[src/rtl/irmod_pkg.sv]
package irmod_pkg;
  typedef enum logic [1:0] {
    REG_CTRL  = 2'd0,
    REG_CARR  = 2'd1,
    REG_MTIME = 2'd2,
    REG_FLAG  = 2'd3
  } reg_addr_e;
endpackage

[src/rtl/irmod_prescale.sv]
module irmod_prescale #(
  parameter int DIV_W = 3
) (
  input  logic             clk,
  input  logic             rst_n,
  input  logic             run,
  input  logic [DIV_W-1:0] div_sel,
  output logic             tick
);
  localparam int PRE_W = (1 << DIV_W) - 1;

  // ones in the low div_sel bits: tick when they are all set
  function automatic logic [PRE_W-1:0] tick_mask(input logic [DIV_W-1:0] s);
    tick_mask = PRE_W'((1 << s) - 1);
  endfunction

  logic [PRE_W-1:0] pcnt;

  always_ff @(posedge clk) begin
    if (!rst_n)    pcnt <= '0;
    else if (!run) pcnt <= '0;
    else           pcnt <= pcnt + 1'b1;
  end

  assign tick = run && ((pcnt & tick_mask(div_sel)) == tick_mask(div_sel));

  // two ticks in a row only at divide-by-1
  p_back_to_back_r1: assert property (@(posedge clk) disable iff (!rst_n)
    (tick && $past(tick) && $past(run) && $stable(div_sel)) |-> (div_sel == '0));
  // no IR clock while idle
  p_idle_no_tick_r9: assert property (@(posedge clk) disable iff (!rst_n)
    !run |-> !tick);
endmodule

[src/rtl/irmod_carrier.sv]
module irmod_carrier #(
  parameter int CAR_W = 8
) (
  input  logic             clk,
  input  logic             rst_n,
  input  logic             tick,
  input  logic             reload,
  input  logic [CAR_W-1:0] hi_cnt,
  input  logic [CAR_W-1:0] lo_cnt,
  output logic             phase_hi
);
  logic [CAR_W-1:0] ccnt;
  logic             phase_end;

  assign phase_end = tick && !reload && (ccnt == '0);

  always_ff @(posedge clk) begin
    if (!rst_n) begin
      phase_hi <= 1'b1;
      ccnt     <= '0;
    end else if (reload) begin
      phase_hi <= 1'b1;
      ccnt     <= hi_cnt;
    end else if (phase_end) begin
      phase_hi <= !phase_hi;
      ccnt     <= phase_hi ? lo_cnt : hi_cnt;
    end else if (tick) begin
      ccnt     <= ccnt - 1'b1;
    end
  end

  // every envelope period begins in the high phase
  p_reload_starts_high_r4: assert property (@(posedge clk) disable iff (!rst_n)
    reload |=> phase_hi);
  // the phase never flips between IR ticks
  p_flip_on_tick_r2: assert property (@(posedge clk) disable iff (!rst_n)
    !tick |=> $stable(phase_hi));
endmodule

[src/rtl/irmod_envelope.sv]
module irmod_envelope #(
  parameter int MT_W = 16
) (
  input  logic            clk,
  input  logic            rst_n,
  input  logic            run,
  input  logic            tick,
  input  logic [MT_W-1:0] mtime,
  input  logic            level_nxt,
  output logic            env,
  output logic            reload
);
  logic [MT_W-1:0] ecnt;

  assign reload = tick && (ecnt == '0);

  always_ff @(posedge clk) begin
    if (!rst_n || !run) begin
      ecnt <= '0;
      env  <= 1'b0;
    end else if (reload) begin
      ecnt <= mtime;
      env  <= level_nxt;
    end else if (tick) begin
      ecnt <= ecnt - 1'b1;
    end
  end

  // envelope drops once run is cleared
  p_idle_env_low_r9: assert property (@(posedge clk) disable iff (!rst_n)
    !run |=> !env);
  // level changes only at a reload while running
  p_env_hold_r4: assert property (@(posedge clk) disable iff (!rst_n)
    (run && !reload) |=> $stable(env));
endmodule

[src/rtl/ir_carrier_mod.sv]
module ir_carrier_mod
  import irmod_pkg::*;
#(
  parameter int DIV_W = 3,
  parameter int CAR_W = 8,
  parameter int MT_W  = 16,
  localparam int BUS_W = (2 * CAR_W > MT_W) ? 2 * CAR_W : MT_W
) (
  input  logic             clk,
  input  logic             rst_n,
  input  logic             wr_en,
  input  logic [1:0]       wr_addr,
  input  logic [BUS_W-1:0] wr_data,
  output logic             ir_out,
  output logic             flag,
  output logic             irq
);
  localparam int RUN_BIT = DIV_W;
  localparam int IE_BIT  = DIV_W + 1;
  localparam int LVL_BIT = DIV_W + 2;

  logic [DIV_W-1:0] div_sel;
  logic             run, irq_en, level_nxt;
  logic [CAR_W-1:0] hi_cnt, lo_cnt;
  logic [MT_W-1:0]  mtime;

  // internal events brought out for checking
  logic tick, reload, env, phase_hi, clear_hit;

  assign clear_hit = wr_en && (wr_addr == REG_FLAG) && !wr_data[0];

  always_ff @(posedge clk) begin
    if (!rst_n) begin
      div_sel   <= '0;
      run       <= 1'b0;
      irq_en    <= 1'b0;
      level_nxt <= 1'b0;
      hi_cnt    <= '0;
      lo_cnt    <= '0;
      mtime     <= '0;
    end else if (wr_en) begin
      case (wr_addr)
        REG_CTRL: begin
          div_sel   <= wr_data[DIV_W-1:0];
          run       <= wr_data[RUN_BIT];
          irq_en    <= wr_data[IE_BIT];
          level_nxt <= wr_data[LVL_BIT];
        end
        REG_CARR: begin
          hi_cnt <= wr_data[CAR_W-1:0];
          lo_cnt <= wr_data[2*CAR_W-1:CAR_W];
        end
        REG_MTIME: mtime <= wr_data[MT_W-1:0];
        default: ;
      endcase
    end
  end

  always_ff @(posedge clk) begin
    if (!rst_n)         flag <= 1'b0;
    else if (reload)    flag <= 1'b1;
    else if (clear_hit) flag <= 1'b0;
  end

  irmod_prescale #(.DIV_W(DIV_W)) u_pre (
    .clk(clk), .rst_n(rst_n), .run(run), .div_sel(div_sel), .tick(tick));

  irmod_envelope #(.MT_W(MT_W)) u_env (
    .clk(clk), .rst_n(rst_n), .run(run), .tick(tick), .mtime(mtime),
    .level_nxt(level_nxt), .env(env), .reload(reload));

  irmod_carrier #(.CAR_W(CAR_W)) u_car (
    .clk(clk), .rst_n(rst_n), .tick(tick), .reload(reload),
    .hi_cnt(hi_cnt), .lo_cnt(lo_cnt), .phase_hi(phase_hi));

  assign ir_out = env && phase_hi;
  assign irq    = flag && irq_en;

  // each reload leaves the flag set
  p_flag_on_reload_r5: assert property (@(posedge clk) disable iff (!rst_n)
    reload |=> flag);
  // only a clear write drops the flag
  p_flag_sticky_r6: assert property (@(posedge clk) disable iff (!rst_n)
    (flag && !clear_hit) |=> flag);
  // output quiet one cycle after run is cleared
  p_idle_out_low_r9: assert property (@(posedge clk) disable iff (!rst_n)
    (!run && $past(!run)) |-> !ir_out);
endmodule

[config.mk]
export PLATFORM = sky130hd
export DESIGN_NAME = ir_carrier_mod
export DESIGN_NICKNAME = d
export VERILOG_FILES = /design/src/rtl/irmod_pkg.sv /design/src/rtl/irmod_prescale.sv /design/src/rtl/irmod_carrier.sv /design/src/rtl/irmod_envelope.sv /design/src/rtl/ir_carrier_mod.sv
export SDC_FILE = /design/constraint.sdc
export NUM_CORES = 1
export LEC_CHECK = 0
export BUFFER_PORTS_ARGS = -buffer_cell sky130_fd_sc_hd__buf_2
export CAP_MARGIN = 10
export CORE_MARGIN = 4
export CORE_UTILIZATION = 54
export DETAILED_ROUTE_END_ITERATION = 12
export GPL_ROUTABILITY_DRIVEN = 1
export PLACE_DENSITY_LB_ADDON = 0.25
export SETUP_SLACK_MARGIN = 0.02
export SLEW_MARGIN = 5
export SYNTH_ARGS = -nofsm -noshare
export SYNTH_HDL_FRONTEND = slang
export SYNTH_SLANG_ARGS = --single-unit
[constraint.sdc]
create_clock -name clk -period 1.8 [get_ports clk]
set_input_delay 0.45 -clock clk [delete_from_list [all_inputs] [get_ports clk]]
set_output_delay 0.45 -clock clk [all_outputs]
set_load 0.005 [all_outputs]
# --- After elaboration in Yosys (flattened, before gate mapping) ---
# Cells that the tools add are included.
word_totals:
  word_cells: 57
  input_bits: 21
  output_inout_bits: 3
  reg_bits: 72
classes:
  n_bitwise: 2
  mux: 8
  shifts: 1
  n_reduce_logical: 25
  n_addsub: 4
  n_eq_ne: 4
ops:
  columns: ["op", "count"]
  rows:
  - ["two-way mux 16 bit", 2]
  - ["two-way mux 8 bit", 4]
  - ["logical NOT 16 bit", 1]
  - ["subtractor 16 x 1 -> 16 bit (second input constant)", 1]
  - ["logical AND 1 bit", 8]
  - ["logical NOT 8 bit", 1]
  - ["AND reduction 2 bit", 4]
  - ["subtractor 8 x 1 -> 8 bit (second input constant)", 1]
  - ["adder 7 x 1 -> 7 bit (second input constant)", 1]
  - ["bitwise AND 7 bit", 1]
  - ["== test 7 bit", 1]
  - ["<< shifter 1 x 3 -> 7 bit (first input constant)", 1]
  - ["subtractor 7 x 2 -> 7 bit (second input constant)", 1]
  - ["logical NOT 1 bit", 5]
  - ["== test 2 bit (second input constant)", 2]
  - ["nonzero test 2 bit", 2]
  - ["nonzero test 3 bit", 1]
  - ["== test 2 x 1 -> 1 bit (second input constant)", 1]
  - ["logical NOT 2 bit", 1]
  - ["two-way mux 1 bit", 2]
  - ["OR reduction 2 bit", 1]
  - ["logical OR 1 bit", 1]
  - ["NOT 1 bit", 1]

# --- Longest topological paths before layout ---
depth:
  ltp_word: 11
  ltp_mapped: 9
  depth_no_buf: 7

# --- Modules after synthesis ---
# From an unflattened synthesis, not the netlist that was laid out.
unflattened:
  cells_unflattened: 406
  hier_area_um2: 3674.8
modules_own_cells:
  columns: ["module", "seq_area_each_um2", "area_per_inst_um2", "instances", "cells_each"]
  rows:
  - ["ir_carrier_mod", 780.7, 1497.7, 1, 150]
  - ["irmod_envelope", 340.3, 1086.0, 1, 133]
  - ["irmod_carrier", 180.2, 763.2, 1, 85]
  - ["irmod_prescale", 140.1, 327.8, 1, 38]

# --- Worst setup path before layout ---
# No wires, ideal clock.
synth_timing:
  kind: "reg2reg"
  startpoint: "reg u_env.ecnt[0]"
  endpoint: "reg u_env.ecnt[15]"
  synth_period_minus_slack_ns: 1.959
  required_ns: 1.729
  n_path_buf: 1
  path_slack_ns: -0.159
  stages_incl_launch_ff: 9
  t_arrival_ns: 1.889
  setup_time_ns: 0.071
  cell_sequence: "dfxtp_1 -> inv_1 -> ha_1 -> nor4b_1 -> and4_1 -> buf_6 -> or4_1 -> a211o_1 -> a21oi_1"
synth_via:
  elab_chain_cells: 3
  elab_cells_between_ends: 6
  cone_classes: "1 x add/sub; 2 x mux; 3 x reduce/logical"
synth_lines:
  columns: ["item", "line_no", "source"]
  rows:
  - ["start, declared", "irmod_envelope.sv:13", "logic [MT_W-1:0] ecnt;"]
  - ["start signal, assigned", "irmod_envelope.sv:22", "ecnt <= mtime;"]
  - ["start signal, assigned", "irmod_envelope.sv:25", "ecnt <= ecnt - 1'b1;"]
  - ["subtractor 16 x 1 -> 16 bit or logical NOT 16 bit (tied branches)", "irmod_envelope.sv:25, irmod_envelope.sv:15", null]
  - ["two-way mux 16 bit or logical AND 1 bit (tied branches)", "irmod_envelope.sv:24, irmod_envelope.sv:15", null]
  - ["two-way mux 16 bit or nonzero test 2 bit (tied branches)", null, null]
# Parallel ways exist; a longest one is shown, timed or not. The select of a mux whose other input is x is not followed.
# A chain may end at the register's enable or synchronous reset.

# --- Worst setup path after layout ---
# Ends and elaborated chain as after synthesis.

==> key figures <==
Route
  • Vias per cell: 6.24
  • Number of search-and-repair iterations in the first detailed-routing pass: 6
  • DR WL/cell: 17.8 um
  • Number of vias in the routed layout: 3686
  • Number of routed nets with antenna violations: 0
  • Final wirelength: 10500 um
  • Initial DRC Count: 404
  • Drc violations: 0

Global route
  • Largest net degree at the start of global routing: 28
  • Grt total ovfl: 0
  • Vias in the first global route: 3248
  • Wire length of the first global-routing pass: 16100 um
  • Number of antenna violations at the first check in global routing: 0
  • Tot GR Track Use: 27.0%

STA
  • Worst clock skew: 0.00962 ns
  • Crit path time final: 1.83 ns
  • Slew margin rel.: 73.8%
  • Transition time at the pin with the least slew margin: 0.392 ns
  • Crit share post-route: 102%
  • Final Max Slew Viols: 0
  • Peak Freq: 546 MHz
  • Worst slack on hold paths: 0.349 ns
  • Final setup vio count: 2
  • Total Negative Setup Slacks: -0.0382 ns
  • Setup repair after global routing missed its margin: yes
  • Number of hold violations in the final report: 0
  • Worst setup slack after layout: -0.0307 ns

Worst setup path
  • Worst EP required: 2.08 ns
  • Crit start category: flip-flop
  • Crit path capture type: flip-flop
  • Worst-path fanout max: 6
  • Critical setup path kind: flip-flop to flip-flop
  • Worst endpoint data arrival time: 2.11 ns

Logic synthesis
  • Instance count of the mapped netlist: 442
  • Most common cell in the netlist: nand2_1
  • Cell types with the highest counts after synthesis: 88 x nand2_1, 72 x dfxtp_1, 59 x a21oi_1
  • Post-Synth XOR/XNOR Area: 0.994%
  • Main combinational cell family by area after synthesis: compound AO/OA/AOI/OAI gates
  • Synth unique cells: 59
  • Ranking of synthesized cells by area: dfxtp_1 41%, nand2_1 9.4%, a21oi_1 8.4%, nor2_1 3.0%, clkbuf_1 2.2%
  • Proportion of register bits with asynchronous set or reset after synthesis: 0%
  • Post-synth top area cell: dfxtp_1
  • Syn avg cell area: 7.97 um2
  • Flip-flop and latch count after synthesis: 72
  • Nets in the synthesized netlist: 467
  • Adder-Cell Fraction of Synth Area: 1.42%
  • Post-synthesis sequential area ratio: 40.9%
  • Post-synthesis cell area: 3520 um2
  • Synthesized-area fraction occupied by and/or/nand/nor cells: 24.8%
  • Proportion of synthesized area in mux cells: 1.99%
  • Number of flops mapped to enable cells by yosys: 0
  • Most used flip-flop cell after synthesis: dfxtp_1
  • Ys Warns: 0
  • Compound-cell area share of the yosys netlist: 25.0%
  • Yosys top cell area share: 40.9%

Outcome
  • Status: finished, violations left
  • Failing checks: setup timing

Pwr
  • Tot Pwr: 3.14 mW
  • Pwr per Cell Area: 701 nW/um2
  • Clk network pwr share: 36.3%
  • Leakage: 1.73 nW
  • Part of the power in registers: 52.7%
  • Combinational Power Share: 11.0%
  • Int Power: 2.28 mW
  • Sw Pwr: 0.862 mW
  • Worst IR drop on VDD: 0.746 mV
  • Net switching fraction of the power: 27.4%

Die
  • Die extent in y: 88.8 um
  • Number of top-level design ports: 24
  • Full die area: 7880 um2
  • Initial cell density of the core: 55.5%
  • Cell Rows: 29
  • Core region area: 6350 um2
  • Width of the die: 88.8 um

Placed design
  • Post-placement cell area: 4040 um2
  • Count of input and output buffers: 23
  • Worst slack at placement: -0.0835 ns
  • Total instance count after detailed placement: 568
  • Half-perimeter wire length of the detailed placement result: 7190 um
  • Final Wtd Congestion: 0.909

Finish
  • Number of diodes: 0
  • Layout cell share with drive strength beyond 1: 27.4%
  • Utilization after layout: 70.5%
  • Total area of sequential cells: 1450 um2
  • # nets final: 534
  • Final cell count without fillers: 591
  • Final std cell area, no fill: 4480 um2
  • Area of combinational cells with multiple inputs: 2090 um2
  • Post-synthesis to final-layout area growth: 27.1%
  • Fillcell total: 491

Worst hold path
  • Worst Hold Class: input pin to flip-flop

Clock network
  • Total number of clock tree sinks: 72
  • Clock Pin Slew Worst Setup and Hold Paths: 0.08 ns
  • Insertion delay of the later-clocked pin in the worst-skew pair: 0.35 ns
  • Maximum clock insertion buffer count: 2
  • CTS H-tree depth: 3
  • Number of buffers created by CTS: 9
  • Clock tree from TritonCTS: done
  • CTS root buf: clkbuf_8

Flow run
  • Number of maximum-capacitance constraint violations: 0
## layout by cell type (no fill, tap or decap), types with 3 or more instances in the layout
master	n
nor4_1	5
a31oi_1	5
o311ai_1	5
or4_1	3
nand3_1	8
dfxtp_1	68
buf_4	51
a22oi_1	3
o21ai_0	8
o31a_1	3
and2_1	3
o31ai_1	9
a211oi_2	4
dfxtp_2	4
inv_1	9
nor2_1	27
a211oi_1	5
buf_2	23
nor3b_1	3
nand4_1	5
or3_1	5
o211ai_1	5
nor3_1	6
clkinv_4	3
mux2i_1	7
clkbuf_8	9
o2bb2ai_1	4
buf_6	5
a21oi_1	57
nand2_1	88
or2_2	4
## metal layers
metal / routed length [um] / share of wire, % / track usage [%]
met4: 325 / 3.1 / 11.8
met3: 908 / 8.6 / 5.31
met1: 4570 / 43 / 37.8
met5: 0 / 0 / 0
met2: 4710 / 45 / 40.2
## registers in the layout, summed over array words and instances (netlist names), 3 cells and up
register    count
mtime          16
u_car.ccnt      8
div_sel         3
u_pre.pcnt      7
lo_cnt          8
hi_cnt          8
u_env.ecnt     16
## final timing paths
check / startpoint / to / slack [ns] / depth (start not counted)
setup / recovery: u_env.ecnt[0]$_SDFFE_PN0P_ / u_env.ecnt[15]$_SDFFE_PN0P_ / -0.03 / 7
hold reg to reg: lo_cnt[5]$_SDFFE_PN0P_ / lo_cnt[5]$_SDFFE_PN0P_ / 0.46 / 2
setup reg to reg: u_env.ecnt[0]$_SDFFE_PN0P_ / u_env.ecnt[15]$_SDFFE_PN0P_ / -0.03 / 7
hold / removal: wr_data[10] / lo_cnt[2]$_SDFFE_PN0P_ / 0.35 / 3
## power groups by stage
stage / Clock, mW / Combinational (mW) / Sequential (mW)
after floorplan: 0 / 0.183 / 1.68
after global placement: 0 / 0.303 / 1.69
after detailed placement: 0 / 0.309 / 1.69
after CTS: 1.15 / 0.318 / 1.65
after global routing: 1.24 / 0.377 / 1.66
final: 1.14 / 0.346 / 1.66
## layout make-up
| class | count | area share (%) |
|---|---|---|
| Clock buffer | 10 | 2.85 |
| Tap cell | 77 | 2.15 |
| Sequential cell | 72 | 32.3 |
| Inverter | 11 | 0.922 |
| Multi-Input combinational cell | 332 | 46.6 |
| Timing Repair Buffer | 83 | 14.2 |
| Clock inverter | 6 | 1.03 |
## worst max-delay path, cell delays in order (launching register included)
cell and delay (ns):
dfxtp_2 0.35, inv_2 0.06, ha_4 0.15, nor4b_4 0.13, and4_4 0.22, or4_1 0.48
a211o_1 0.26, a21oi_1 0.11
## cell families (layout without fill, tap and decap cells)
kind of cell / after synthesis / after routing
AO/OA/AOI/OAI: 135 / 135
flip-flops: 72 / 72
multiplexers: 7 / 7
buffers and inverters: 39 / 110
adder cells (fa/ha/maj): 4 / 4
AND/OR/NAND/NOR: 181 / 182
XOR/XNOR: 4 / 4
## what timing repair did
action                                  CTS  global route
gates resized for setup                  14            37
cloned                                    0             2
pin swaps                                 4            17
endpoints found under the setup margin   20            27
hold buffers                              0             0
setup buffers                             2             3
No activity file was read; power rests on OpenSTA's default activity.
